## src/rtl/sdram_init_pkg.sv

```systemverilog
package sdram_init_pkg;

    // Commands the sequencer can place on the bus
    typedef enum logic [1:0] {
        CMD_NOP = 2'd0,
        CMD_PRE = 2'd1,
        CMD_REF = 2'd2,
        CMD_MRS = 2'd3
    } sdram_cmd_e;

    // Sequencer phases
    typedef enum logic [1:0] {
        PH_HOLD = 2'd0,
        PH_GAP  = 2'd1,
        PH_DONE = 2'd2
    } seq_phase_e;

    // Control-pin image {cs_n, ras_n, cas_n, we_n}
    typedef struct packed {
        logic cs_n;
        logic ras_n;
        logic cas_n;
        logic we_n;
    } cmd_pins_t;

    function automatic int clamp_min(input int value, input int floor_v);
        return (value < floor_v) ? floor_v : value;
    endfunction

endpackage

```

## src/rtl/sdram_init_timer.sv

```systemverilog
module sdram_init_timer #(
    parameter int W       = 16,
    parameter int RST_VAL = 1000
) (
    input  logic         clk,
    input  logic         rst_n,
    input  logic         load,
    input  logic [W-1:0] load_val,
    output logic         expired
);

    typedef struct packed {
        logic [W-1:0] count;
    } tmr_t;

    tmr_t cur_q, nxt_d;

    always_comb begin
        nxt_d = cur_q;
        if (load) begin
            nxt_d.count = load_val;
        end else if (cur_q.count != '0) begin
            nxt_d.count = cur_q.count - 1'b1;
        end
    end

    always_ff @(posedge clk or negedge rst_n) begin
        if (!rst_n) begin
            cur_q.count <= W'(RST_VAL);
        end else begin
            cur_q <= nxt_d;
        end
    end

    assign expired = (cur_q.count == '0);

endmodule

```

## src/rtl/sdram_init_fsm.sv

```systemverilog
module sdram_init_fsm
    import sdram_init_pkg::*;
#(
    parameter int TMR_W     = 16,
    parameter int REF_N     = 2,
    parameter int REF_W     = 2,
    parameter int MRS_FIRST = 0,
    parameter int GAP_PRE   = 3,
    parameter int GAP_REF   = 8,
    parameter int GAP_MRS   = 2
) (
    input  logic             clk,
    input  logic             rst_n,
    input  logic             tmr_zero,
    output logic             tmr_load,
    output logic [TMR_W-1:0] tmr_val,
    output sdram_cmd_e       cmd,
    output logic             cke,
    output logic             mask_hi,
    output logic             done
);

    typedef struct packed {
        seq_phase_e       phase;
        logic [REF_W-1:0] refs;
        logic             mrs_done;
        sdram_cmd_e       cmd;
        logic             done;
        logic             cke;
        logic             mask_hi;
    } fsm_t;

    fsm_t       cur_q, nxt_d;
    sdram_cmd_e issue;
    logic       refs_left;
    logic       want_mrs;

    assign refs_left = (cur_q.refs < REF_W'(REF_N));

    // Order variant picked at elaboration
    generate
        if (MRS_FIRST != 0) begin : g_mrs_first
            assign want_mrs = !cur_q.mrs_done;
        end else begin : g_ref_first
            assign want_mrs = !cur_q.mrs_done && !refs_left;
        end
    endgenerate

    always_comb begin
        nxt_d         = cur_q;
        nxt_d.cmd     = CMD_NOP;
        nxt_d.cke     = 1'b1;
        nxt_d.mask_hi = 1'b1;
        issue         = CMD_NOP;
        tmr_load      = 1'b0;
        tmr_val       = '0;

        case (cur_q.phase)
            PH_HOLD: begin
                if (tmr_zero) begin
                    issue = CMD_PRE;
                end
            end
            PH_GAP: begin
                if (tmr_zero) begin
                    if (want_mrs) begin
                        issue = CMD_MRS;
                    end else if (refs_left) begin
                        issue = CMD_REF;
                    end else begin
                        nxt_d.phase = PH_DONE;
                        nxt_d.done  = 1'b1;
                    end
                end
            end
            PH_DONE: begin
                nxt_d.done = 1'b1;
            end
            default: begin
                nxt_d.phase = PH_HOLD;
            end
        endcase

        case (issue)
            CMD_PRE: begin
                tmr_load = 1'b1;
                tmr_val  = TMR_W'(GAP_PRE - 1);
            end
            CMD_REF: begin
                tmr_load   = 1'b1;
                tmr_val    = TMR_W'(GAP_REF - 1);
                nxt_d.refs = cur_q.refs + 1'b1;
            end
            CMD_MRS: begin
                tmr_load       = 1'b1;
                tmr_val        = TMR_W'(GAP_MRS - 1);
                nxt_d.mrs_done = 1'b1;
            end
            default: begin
                tmr_load = 1'b0;
            end
        endcase

        if (issue != CMD_NOP) begin
            nxt_d.cmd   = issue;
            nxt_d.phase = PH_GAP;
        end
    end

    always_ff @(posedge clk or negedge rst_n) begin
        if (!rst_n) begin
            cur_q.phase    <= PH_HOLD;
            cur_q.refs     <= '0;
            cur_q.mrs_done <= 1'b0;
            cur_q.cmd      <= CMD_NOP;
            cur_q.done     <= 1'b0;
            cur_q.cke      <= 1'b1;
            cur_q.mask_hi  <= 1'b1;
        end else begin
            cur_q <= nxt_d;
        end
    end

    assign cmd     = cur_q.cmd;
    assign cke     = cur_q.cke;
    assign mask_hi = cur_q.mask_hi;
    assign done    = cur_q.done;

endmodule

```

## src/rtl/sdram_cmd_enc.sv

```systemverilog
module sdram_cmd_enc
    import sdram_init_pkg::*;
#(
    parameter int              ADDR_W    = 13,
    parameter int              BA_W      = 2,
    parameter int              ALLBK_BIT = 10,
    parameter logic [ADDR_W-1:0] MODE_WORD = '0
) (
    input  sdram_cmd_e        cmd,
    output cmd_pins_t         pins,
    output logic [ADDR_W-1:0] addr,
    output logic [BA_W-1:0]   ba
);

    always_comb begin
        pins = 4'b0111;
        addr = '0;
        ba   = '0;
        case (cmd)
            CMD_PRE: begin
                pins            = 4'b0010;
                addr[ALLBK_BIT] = 1'b1;
            end
            CMD_REF: pins = 4'b0001;
            CMD_MRS: begin
                pins = 4'b0000;
                addr = MODE_WORD;
            end
            default: pins = 4'b0111;
        endcase
    end

endmodule

```

## src/rtl/sdram_pwrup_seq.sv

```systemverilog
module sdram_pwrup_seq
    import sdram_init_pkg::*;
#(
    parameter int                CLK_MHZ   = 250,
    parameter int                STABLE_US = 200,
    parameter int                T_RP      = 3,
    parameter int                T_RC      = 8,
    parameter int                T_MRD     = 2,
    parameter int                REF_COUNT = 2,
    parameter int                MRS_FIRST = 0,
    parameter int                ADDR_W    = 13,
    parameter int                BA_W      = 2,
    parameter int                DQM_W     = 2,
    parameter logic [ADDR_W-1:0] MODE_WORD = 'h033
) (
    input  logic              clk,
    input  logic              rst_n,
    output logic              cke,
    output logic              cs_n,
    output logic              ras_n,
    output logic              cas_n,
    output logic              we_n,
    output logic [DQM_W-1:0]  dqm,
    output logic [ADDR_W-1:0] addr,
    output logic [BA_W-1:0]   ba,
    output logic              init_done
);

    localparam int WAIT_CYC  = CLK_MHZ * STABLE_US;
    localparam int REF_N     = clamp_min(REF_COUNT, 2);
    localparam int REF_W     = $clog2(REF_N + 1);
    localparam int GAP_PRE   = clamp_min(T_RP, 1);
    localparam int GAP_REF   = clamp_min(T_RC, 1);
    localparam int GAP_MRS   = clamp_min(T_MRD, 1);
    localparam int GAP_MAX   = (GAP_PRE > GAP_REF) ?
                               ((GAP_PRE > GAP_MRS) ? GAP_PRE : GAP_MRS) :
                               ((GAP_REF > GAP_MRS) ? GAP_REF : GAP_MRS);
    localparam int TMR_W     = $clog2(WAIT_CYC + GAP_MAX + 2);
    localparam int ALLBK_BIT = 10;

    logic             tmr_zero;
    logic             tmr_load;
    logic [TMR_W-1:0] tmr_val;
    sdram_cmd_e       cmd;
    logic             mask_hi;
    cmd_pins_t        pins;

    sdram_init_timer #(
        .W       (TMR_W),
        .RST_VAL (WAIT_CYC)
    ) u_timer (
        .clk      (clk),
        .rst_n    (rst_n),
        .load     (tmr_load),
        .load_val (tmr_val),
        .expired  (tmr_zero)
    );

    sdram_init_fsm #(
        .TMR_W     (TMR_W),
        .REF_N     (REF_N),
        .REF_W     (REF_W),
        .MRS_FIRST (MRS_FIRST),
        .GAP_PRE   (GAP_PRE),
        .GAP_REF   (GAP_REF),
        .GAP_MRS   (GAP_MRS)
    ) u_fsm (
        .clk      (clk),
        .rst_n    (rst_n),
        .tmr_zero (tmr_zero),
        .tmr_load (tmr_load),
        .tmr_val  (tmr_val),
        .cmd      (cmd),
        .cke      (cke),
        .mask_hi  (mask_hi),
        .done     (init_done)
    );

    sdram_cmd_enc #(
        .ADDR_W    (ADDR_W),
        .BA_W      (BA_W),
        .ALLBK_BIT (ALLBK_BIT),
        .MODE_WORD (MODE_WORD)
    ) u_enc (
        .cmd  (cmd),
        .pins (pins),
        .addr (addr),
        .ba   (ba)
    );

    assign cs_n  = pins.cs_n;
    assign ras_n = pins.ras_n;
    assign cas_n = pins.cas_n;
    assign we_n  = pins.we_n;
    assign dqm   = {DQM_W{mask_hi}};

endmodule

```

## config.mk

```make
export PLATFORM = sky130hd
export DESIGN_NAME = sdram_pwrup_seq
export DESIGN_NICKNAME = d
export VERILOG_FILES = /design/src/rtl/sdram_init_pkg.sv /design/src/rtl/sdram_init_timer.sv /design/src/rtl/sdram_init_fsm.sv /design/src/rtl/sdram_cmd_enc.sv /design/src/rtl/sdram_pwrup_seq.sv
export SDC_FILE = /design/constraint.sdc
export NUM_CORES = 1
export LEC_CHECK = 0
export ABC_AREA = 1
export BUFFER_PORTS_ARGS = -buffer_cell sky130_fd_sc_hd__buf_2
export CORE_ASPECT_RATIO = 0.8
export CORE_UTILIZATION = 50
export DETAILED_ROUTE_END_ITERATION = 8
export PLACE_DENSITY = 0.71
export SYNTH_ARGS = -nofsm -noshare
export SYNTH_HDL_FRONTEND = slang
export SYNTH_SLANG_ARGS = --single-unit
```

## constraint.sdc

```tcl
create_clock -name clk -period 2.1 [get_ports clk]
set_input_delay 0.42 -clock clk [delete_from_list [all_inputs] [get_ports clk]]
set_output_delay 0.42 -clock clk [all_outputs]
set_load 0.02 [all_outputs]
```

==> impl_metrics.yaml, run 1 <==
critical_path:
  r2r_start: "u_timer.cur_q[1]$_DFFE_PN0P_"
  worstReg2RegEnd: "u_timer.cur_q[0]$_DFFE_PN0P_"
  r2r_cells: 12
  crit_path_start: "u_timer.cur_q[1]$_DFFE_PN0P_"
  worstSetupStartpointType: "flop"
  criticalPathCategory: "flop to flop"
  cp-endpoint: "u_timer.cur_q[0]$_DFFE_PN0P_"
  crit_arrival_ns: 2.13
  endpoint_kind: "flop"
  crit_fanout: 5
  required_ns: 2.30
  r2r_slack_ns: 0.17
grt:
  grt_pass1_vias: 1099
  grt_max_degree: 25
  busiest_layer: "met2"
  grtUsageMet3_pct: 5.22
  antenna_found_initial: 0
  grt_pass1_wl_um: 4970
  grtUsageMet2_pct: 30.6
  grt_overflow: 0
  grtUsageTotal_pct: 19.7
  grtUsageMet1_pct: 27.1
logic_synthesis:
  ys_seq_area_share_pct: 37.7
  yosysWarnings: 0
  netlist_area_um2: 1610
  ys_ff_latch: 24
  ys_types: 26
  syn_inst: 214
  syn-mean-instance-area_um2: 7.54
timing:
  finalMaxSlewViolations: 0
  skew_ns: 0.00536
  hold_viol_final: 0
  setup_ws_ns: 0.168
  rsz0062_at_grt: "true"
  finalSetupViolCount: 0
  max_freq_mhz: 517
  tightest_slew_ns: 0.534
  slew-limit-headroom_pct: 64.4
  min_period_ns: 1.93
  tns_ns: 0
  post-route-period-util_pct: 92.0
  hold_ws_ns: 0.115
placed_design:
  place_area_um2: 1680
  dpl_worst_slack_ns: 0.00305
  hpwl_um: 2180
  port_buffers: 10
  place_congestion: 0.832
pwr:
  power.internal_mw: 0.631
  comb_power_share_pct: 3.8
  p_leak_nw: 1.03
  p_clk_share_pct: 39.3
  sw_frac_of_total_pct: 22.5
  p_seq_share_pct: 56.8
  power_density_nw_per_um2: 465
  power.net_switching_mw: 0.183
  ir_worst_vdd_uv: 354
status:
  status: "finished clean"
die:
  io_pins: 25
  num_rows: 18
  die_area_um2: 3460
  die_h_um: 52.8
  die_x_um: 65.5
  coreArea_um2: 3090
  initial_core_util_pct: 52.3
clocking:
  post_cts_buffers: 0
  cts_made_buffers: 3
  cts_buffer_depth: 2
  cts_tree: "yes"
  clk_pin_slew_ns: 0.09
  h-tree-depth: 1
  root_buffer: "clkbuf_8"
  cts_num_sinks: 24
  clk_latency_ns: 0.27
final_layout:
  diodes: 0
  layout_common_cells: "nand2_1, nor2_1, inv_1"
  multi_input_area_um2: 821
  final_common_cell: "nand2_1"
  drive_above_1_share_pct: 24.9
  seqCellArea_um2: 608
  area_delta_synth_final_pct: 8.53
  fill_cells: 293
  fin_util_pct: 56.7
  nets: 238
  fin_area_um2: 1750
routing:
  avgViaCountPerCell: 4.64
  drtPass1Iterations: 4
  route.vias.total: 1247
  drc: 0
  drtIter0Drc: 45
  detail-route-antenna-nets: 0
  finalWirelength_um: 2860
  wl_per_cell_um: 10.6
worst_hold_path:
  worstHoldPathType: "input port to asynchronous set/reset pin"
flow_run:
  maxCapViolations: 0
## critical path: stages, from the launching register on
cell and delay [ns]:
dfrtp_1 0.37, inv_1 0.10, ha_1 0.19, nand2_2 0.12
nor2_4 0.12, buf_4 0.12, nand4_2 0.17, inv_1 0.15
ha_1 0.22, o21ai_0 0.09, o21ai_0 0.08, nand2_1 0.07
o21ai_1 0.07
## layout make-up
type                       count  area share (%)
clock buffer                   4            3.15
inverter                      29            6.50
multi-input combinational    155            46.9
sequential                    24            34.7
tap                           40            2.86
timing repair buffer          17            5.86
## timing repair
item / in CTS / in global routing
setup endpoints to repair: 1 / 15
hold buffers: 0 / 0
gates resized for setup: 1 / 4
## metrics by stage
step / instances / total power [mW]
floorplan: 226 / 0.513
global placement: 265 / 0.503
detailed placement: 265 / 0.503
CTS: 269 / 0.820
global route: 269 / 0.850
finish: 269 / 0.814
## per-layer routing
layer  share of wire (%)  up-vias
met5                   0        -
met4                0.87        0
met3                 3.7        4
met2                  43       28
met1                  53      561
li1                    -      654
## cells in the mapped netlist
master,number,area share [%]
a21oi_1,5,1.6
buf_2,1,0.31
buf_4,17,7.9
clkinv_4,1,0.54
conb_1,2,0.47
dfrtp_1,18,28
dfstp_2,6,9.8
ha_1,6,4.7
inv_1,28,6.5
nand2_1,44,10
nand2_2,4,1.6
nand3_1,17,5.3
nand3_2,2,1.2
nand3_4,1,1.1
nand4_1,3,1.2
nand4_2,1,0.78
nor2_1,31,7.2
nor2_2,10,3.9
nor2_4,3,2.1
nor3_2,1,0.62
o21ai_0,4,1.2
o21ai_1,2,0.62
o21ai_2,1,0.54
or2_2,3,1.2
xnor2_1,1,0.54
xor2_1,2,1.1
## cell families (layout without fill, tap and decap cells)
family                   Yosys count  count (layout)  synth area share, %
AO/OA/AOI/OAI                     12              12                 3.96
XOR/XNOR                           3               3                 1.63
other                              2              14                0.466
buffers and inverters             47              50                 15.3
AND/OR/NAND/NOR                  120             120                 36.3
flip-flops                        24              24                 37.7
adder cells (fa/ha/maj)            6               6                 4.65
## registers in the layout, indices dropped and copies added (netlist names)
| signal | count |
|---|---|
| u_timer.cur_q | 16 |
| u_fsm.cur_q | 5 |
| u_fsm.cmd | 2 |
| u_fsm.done | 1 |
## power by group through the flow
stage	clock network, mW	registers (mW)	logic, mW
2_1_floorplan	0	0.471	0.0417
3_3_place_gp	0	0.471	0.0318
3_5_place_dp	0	0.471	0.0318
4_1_cts	0.325	0.462	0.0318
5_1_grt	0.352	0.462	0.0352
6_report	0.320	0.462	0.0312
## worst min path at each step
| stage | startpoint | end | slack (ns) |
|---|---|---|---|
| CTS | rst_n | u_timer.cur_q[7]$_DFFE_PN0P_ | 0.14 |
| global placement | rst_n | u_timer.cur_q[7]$_DFFE_PN0P_ | 0.44 |
| floorplan | rst_n | u_fsm.cmd[0]$_DFF_PN0_ | 0.12 |
| global route | rst_n | u_timer.cur_q[7]$_DFFE_PN0P_ | 0.15 |
| finish | rst_n | u_timer.cur_q[7]$_DFFE_PN0P_ | 0.11 |
| detailed placement | rst_n | u_timer.cur_q[7]$_DFFE_PN0P_ | 0.44 |
(Power assumes the default switching activity.)
==> run 2: changes to the inputs <==
Settings changed: SETUP_SLACK_MARGIN from default to 0.4.
==> impl_metrics.yaml, run 2 (synthesis results as in run 1) <==
die:
  io_pins: 25
  num_rows: 18
  die_area_um2: 3460
  die_x_um: 65.5
  coreArea_um2: 3090
  initial_core_util_pct: 52.3
  die_h_um: 52.8
final_layout:
  layout_common_cells: "nand2_1, buf_4, nor2_1"
  fin_util_pct: 66.3
  final_common_cell: "nand2_1"
  fill_cells: 234
  area_delta_synth_final_pct: 26.9
  diodes: 0
  drive_above_1_share_pct: 39.8
  fin_area_um2: 2050
  finalNonFillerCells: 294
  largest_reg_flops: 16
  nets: 263
  reg.largest.list: "u_timer.cur_q (16), u_fsm.cur_q (5), u_fsm.cmd (2)"
  top_register: "u_timer.cur_q"
grt:
  grt_overflow: 0
  grtUsageTotal_pct: 20.6
  grt_pass1_vias: 1159
  grt_pass1_wl_um: 5250
  grt_max_degree: 25
  antenna_found_initial: 0
timing:
  skew_ns: 0.00356
  min_period_ns: 1.87
  max_freq_mhz: 533
  finalSetupViolCount: 0
  setup_ws_ns: 0.225
  slew-limit-headroom_pct: 65.7
  rsz0062_at_grt: "true"
  tns_ns: 0
  hold_ws_ns: 0.114
  hold_viol_final: 0
  finalMaxSlewViolations: 0
  tightest_slew_ns: 0.515
  post-route-period-util_pct: 89.3
flow_run:
  maxCapViolations: 0
worst_hold_path:
  worstHoldPathType: "input port to asynchronous set/reset pin"
critical_path:
  r2r_slack_ns: 0.23
  required_ns: 2.30
  crit_arrival_ns: 2.07
  worstSetupStartpointType: "flop"
  crit_fanout: 6
  criticalPathCategory: "flop to flop"
  endpoint_kind: "flop"
routing:
  drc: 0
  wl_per_cell_um: 11.8
  avgViaCountPerCell: 4.74
  route.vias.total: 1394
  drtIter0Drc: 74
  finalWirelength_um: 3480
  detail-route-antenna-nets: 0
  drtPass1Iterations: 4
pwr:
  power_density_nw_per_um2: 396
  power_mw: 0.811
  ir_worst_vdd_uv: 451
  p_leak_nw: 1.14
clocking:
  cts_made_buffers: 3
  cts_num_sinks: 24
  clk_pin_slew_ns: 0.09
  clk_latency_ns: 0.27
  root_buffer: "clkbuf_8"
  h-tree-depth: 1
  hold_buffers: 0
  cts_buffer_depth: 2
  cts_tree: "yes"
placed_design:
  dpl_worst_slack_ns: 0.191
  place_congestion: 0.866
  place_area_um2: 1670
  hpwl_um: 2220
  placed_cells: 258
  port_buffers: 10
status:
  status: "finished clean"
-- run 2: worst paths after layout --
kind	cells after the start	start	end
min reg2reg	1	u_fsm.cur_q[6]$_DFFE_PN0N_	u_fsm.cur_q[6]$_DFFE_PN0N_
min in group clk	1	u_fsm.cur_q[6]$_DFFE_PN0N_	u_fsm.cur_q[6]$_DFFE_PN0N_
min	1	rst_n	u_fsm.cmd[1]$_DFF_PN0_
max reg2reg	10	u_timer.cur_q[12]$_DFFE_PN0P_	u_timer.cur_q[8]$_DFFE_PN1P_
max	10	u_timer.cur_q[12]$_DFFE_PN0P_	u_timer.cur_q[8]$_DFFE_PN1P_
max in group asynchronous	1	rst_n	u_timer.cur_q[6]$_DFFE_PN1P_
-- run 2: worst max-delay path, cell delays in order (launching register included) --
cell and delay [ns]:
dfrtp_1 0.41, nor2_1 0.15, nand2_2 0.12, nor2_4 0.19, nand2_2 0.09, nor2_4 0.16
inv_4 0.07, ha_4 0.19, nand3_4 0.16, clkinv_4 0.10, nor3_2 0.16
-- run 2: what timing repair did --
action / CTS / global route
endpoints found under the hold margin: 0 / 0
cloned: 1 / 0
setup endpoints to repair: 16 / 21
pin swaps: 6 / 12
setup buffers: 16 / 15
gates resized for setup: 5 / 22
-- run 2: routing by layer --
metal | vias to the layer above | routed length [µm] | GRT usage [%]
met5 | - | 0 | 0
met4 | 0 | 12 | 3.62
met3 | 2 | 185 | 5.43
met2 | 53 | 1580 | 31.4
met1 | 630 | 1700 | 29.2
li1 | 709 | - | -
-- run 2: power breakdown --
group	internal, mW	switching [mW]
clock network	0.167	0.150
logic	0.000664	0.0302
registers	0.462	0
-- run 2: layout make-up --
type / instances / area (µm²) / area share, %
Sequential cell: 24 / 608 / 29.7
Timing Repair inverter: 1 / 8.76 / 0.428
Multi-Input combinational cell: 155 / 917 / 44.8
Clock buffer: 4 / 55.1 / 2.69
Tap cell: 40 / 50.0 / 2.44
Timing Repair Buffer: 41 / 287 / 14.0
Inverter: 29 / 121 / 5.93
==> run 3: changes to the inputs <==
Settings changed: CORE_UTILIZATION 50 to 52, PLACE_DENSITY 0.71 to 0.73, SYNTH_HIERARCHICAL from default to 1.
==> impl_metrics.yaml, run 3 <==
timing:
  hold_ws_ns: 0.117
  finalMaxSlewViolations: 0
  post-route-period-util_pct: 98.4
  tightest_slew_ns: 0.524
  rsz0062_at_grt: "true"
  finalSetupViolCount: 0
  min_period_ns: 2.07
  hold_viol_final: 0
  tns_ns: 0
  skew_ns: 0.00576
  max_freq_mhz: 484
  slew-limit-headroom_pct: 65.1
final_layout:
  largest_reg_flops: 16
  drive_above_1_share_pct: 40.1
  fill_cells: 279
  diodes: 0
  finalNonFillerCells: 339
  layout_common_cells: "nand2_1, buf_4, conb_1"
  top_register: "u_timer/cur_q"
  fin_util_pct: 68.3
  reg.largest.list: "u_timer/cur_q (16), u_fsm/cur_q (5), u_fsm/cmd (2)"
  final_common_cell: "nand2_1"
  nets: 305
  area_delta_synth_final_pct: 24.7
flow_run:
  maxCapViolations: 0
logic_synthesis:
  ys_types: 29
  syn_inst: 256
  synth.top_cells.by_area: "dfrtp_1, nand2_1, buf_4, dfstp_2, inv_1"
  syn-mean-instance-area_um2: 7.38
  synth_top_flop_cell: "dfrtp_1"
  ys_ff_latch: 24
  yosys.cell_count.top_type: "nand2_1"
  netlist_area_um2: 1890
  synthArstFlopShare_pct: 100
  ys_seq_area_share_pct: 32.2
  synthTopCellsByCount: "nand2_1, buf_4, inv_1"
  synth_top_cell_by_area: "dfrtp_1"
  synth_edf_count: 0
  yosysWarnings: 6
  synth_top_area_share_pct: 23.8
worst_hold_path:
  worstHoldPathType: "input port to asynchronous set/reset pin"
placed_design:
  hpwl_um: 2770
  port_buffers: 10
  placed_cells: 321
  place_congestion: 0.825
grt:
  antenna_found_initial: 0
  grtUsageTotal_pct: 21.2
  grt_pass1_wl_um: 6470
  grt_max_degree: 25
  grt_overflow: 0
  grt_pass1_vias: 1435
critical_path:
  r2r_start: "u_timer/cur_q[0]$_DFFE_PN0P_"
  endpoint_kind: "flop"
  crit_cells: 16
  crit_path_start: "u_timer/cur_q[0]$_DFFE_PN0P_"
  r2r_slack_ns: 0.03
  r2r_cells: 16
  cp-endpoint: "u_timer/cur_q[2]$_DFFE_PN0P_"
  criticalPathCategory: "flop to flop"
  crit_family: "simple AND/OR/NAND/NOR gates"
  crit_fanout: 8
  cp_cell_sequence: "inv_2 > ha_4 > nand2_4 > nor2_4 > nand3_2 > nor3_4 > nand2_2 > nor2_4 > inv_2 > ha_4 > inv_6 > buf_12 > nand2_1 > o21ai_1 > nand2_1 > inv_1"
  worstSetupStartpointType: "flop"
  cpPeakStageDelay_ns: 0.41
  cp_slowest_cell: "dfrtp_1"
  worstReg2RegEnd: "u_timer/cur_q[2]$_DFFE_PN0P_"
  required_ns: 2.31
  crit_arrival_ns: 2.28
  cp_num_buf_inv: 5
pwr:
  p_leak_nw: 1.27
  ir_worst_vdd_uv: 301
  power_density_nw_per_um2: 331
routing:
  wl_per_cell_um: 11.6
  avgViaCountPerCell: 4.65
  finalWirelength_um: 3940
  drc: 0
  route.vias.total: 1575
  detail-route-antenna-nets: 0
  drtIter0Drc: 98
  drtPass1Iterations: 4
clocking:
  cts_tree: "yes"
  cts_buffer_depth: 2
  hold_buffers: 0
  clk_latency_ns: 0.27
  clk_pin_slew_ns: 0.09
  root_buffer: "clkbuf_8"
  h-tree-depth: 1
  cts_num_sinks: 24
  cts_made_buffers: 3
die:
  initial_core_util_pct: 54.8
  coreArea_um2: 3450
  die_area_um2: 3880
  die_x_um: 69.4
  die_h_um: 55.9
  io_pins: 25
  num_rows: 19
status:
  status: "finished clean"
-- run 3: power breakdown --
group          switching (mW)  internal [mW]
Clock                   0.149          0.136
Sequential                  0          0.462
Combinational          0.0333       0.000696
-- run 3: repair_timing --
action / CTS / global route
setup buffers: 11 / 3
endpoints found under the hold margin: 0 / 0
setup endpoints to repair: 22 / 22
pin swaps: 12 / 1
resized for setup: 18 / 14
gates cloned: 0 / 0
-- run 3: cells by family after synthesis --
group	synth area share (%)
other	0.596
buffers and inverters	20.4
xor gates and xnor gates	3.25
DFF	32.2
and+or+nand+nor	35.3
adders and majority gates	3.31
AOI/OAI and AO/OA	4.97
-- run 3: worst min-delay path by stage --
stage                                        end  slack, ns  cells past startpoint
floorplan                 u_fsm/cmd[0]$_DFF_PN0_       0.12                      0
global route          u_fsm/cur_q[7]$_DFFE_PN0N_       0.15                      1
detailed placement  u_timer/cur_q[2]$_DFFE_PN0P_       0.43                      1
CTS                   u_fsm/cur_q[7]$_DFFE_PN0N_       0.14                      1
global placement    u_timer/cur_q[0]$_DFFE_PN0P_       0.44                      1
finish                u_fsm/cur_q[7]$_DFFE_PN0N_       0.12                      1
-- run 3: final cells by class --
| type | instances | area, µm² | area share [%] |
|---|---|---|---|
| multi-input combinational | 188 | 1130 | 47.9 |
| inverter | 31 | 129 | 5.47 |
| tap | 42 | 52.6 | 2.23 |
| sequential | 24 | 608 | 25.8 |
| clock buffer | 4 | 45.0 | 1.91 |
| timing repair buffer | 50 | 393 | 16.7 |
-- run 3: layer usage --
layer | share of wire [%] | global-route usage [%] | up-vias | routed length (µm)
li1 | - | - | 811 | -
met1 | 46 | 28.8 | 716 | 1830
met2 | 49 | 33.7 | 46 | 1920
met3 | 3.9 | 4.71 | 2 | 154
met4 | 0.96 | 6.71 | 0 | 38
met5 | 0 | 0 | - | 0
-- run 3: metrics by stage --
step	area (µm²)	worst slack, ns	power, mW
floorplan	2090	-0.0915	0.534
global placement	2110	-0.0480	0.505
detailed placement	2110	-0.0974	0.505
CTS	2290	0.0724	0.794
global route	2360	-0.0957	0.820
finish	2360	0.0338	0.781
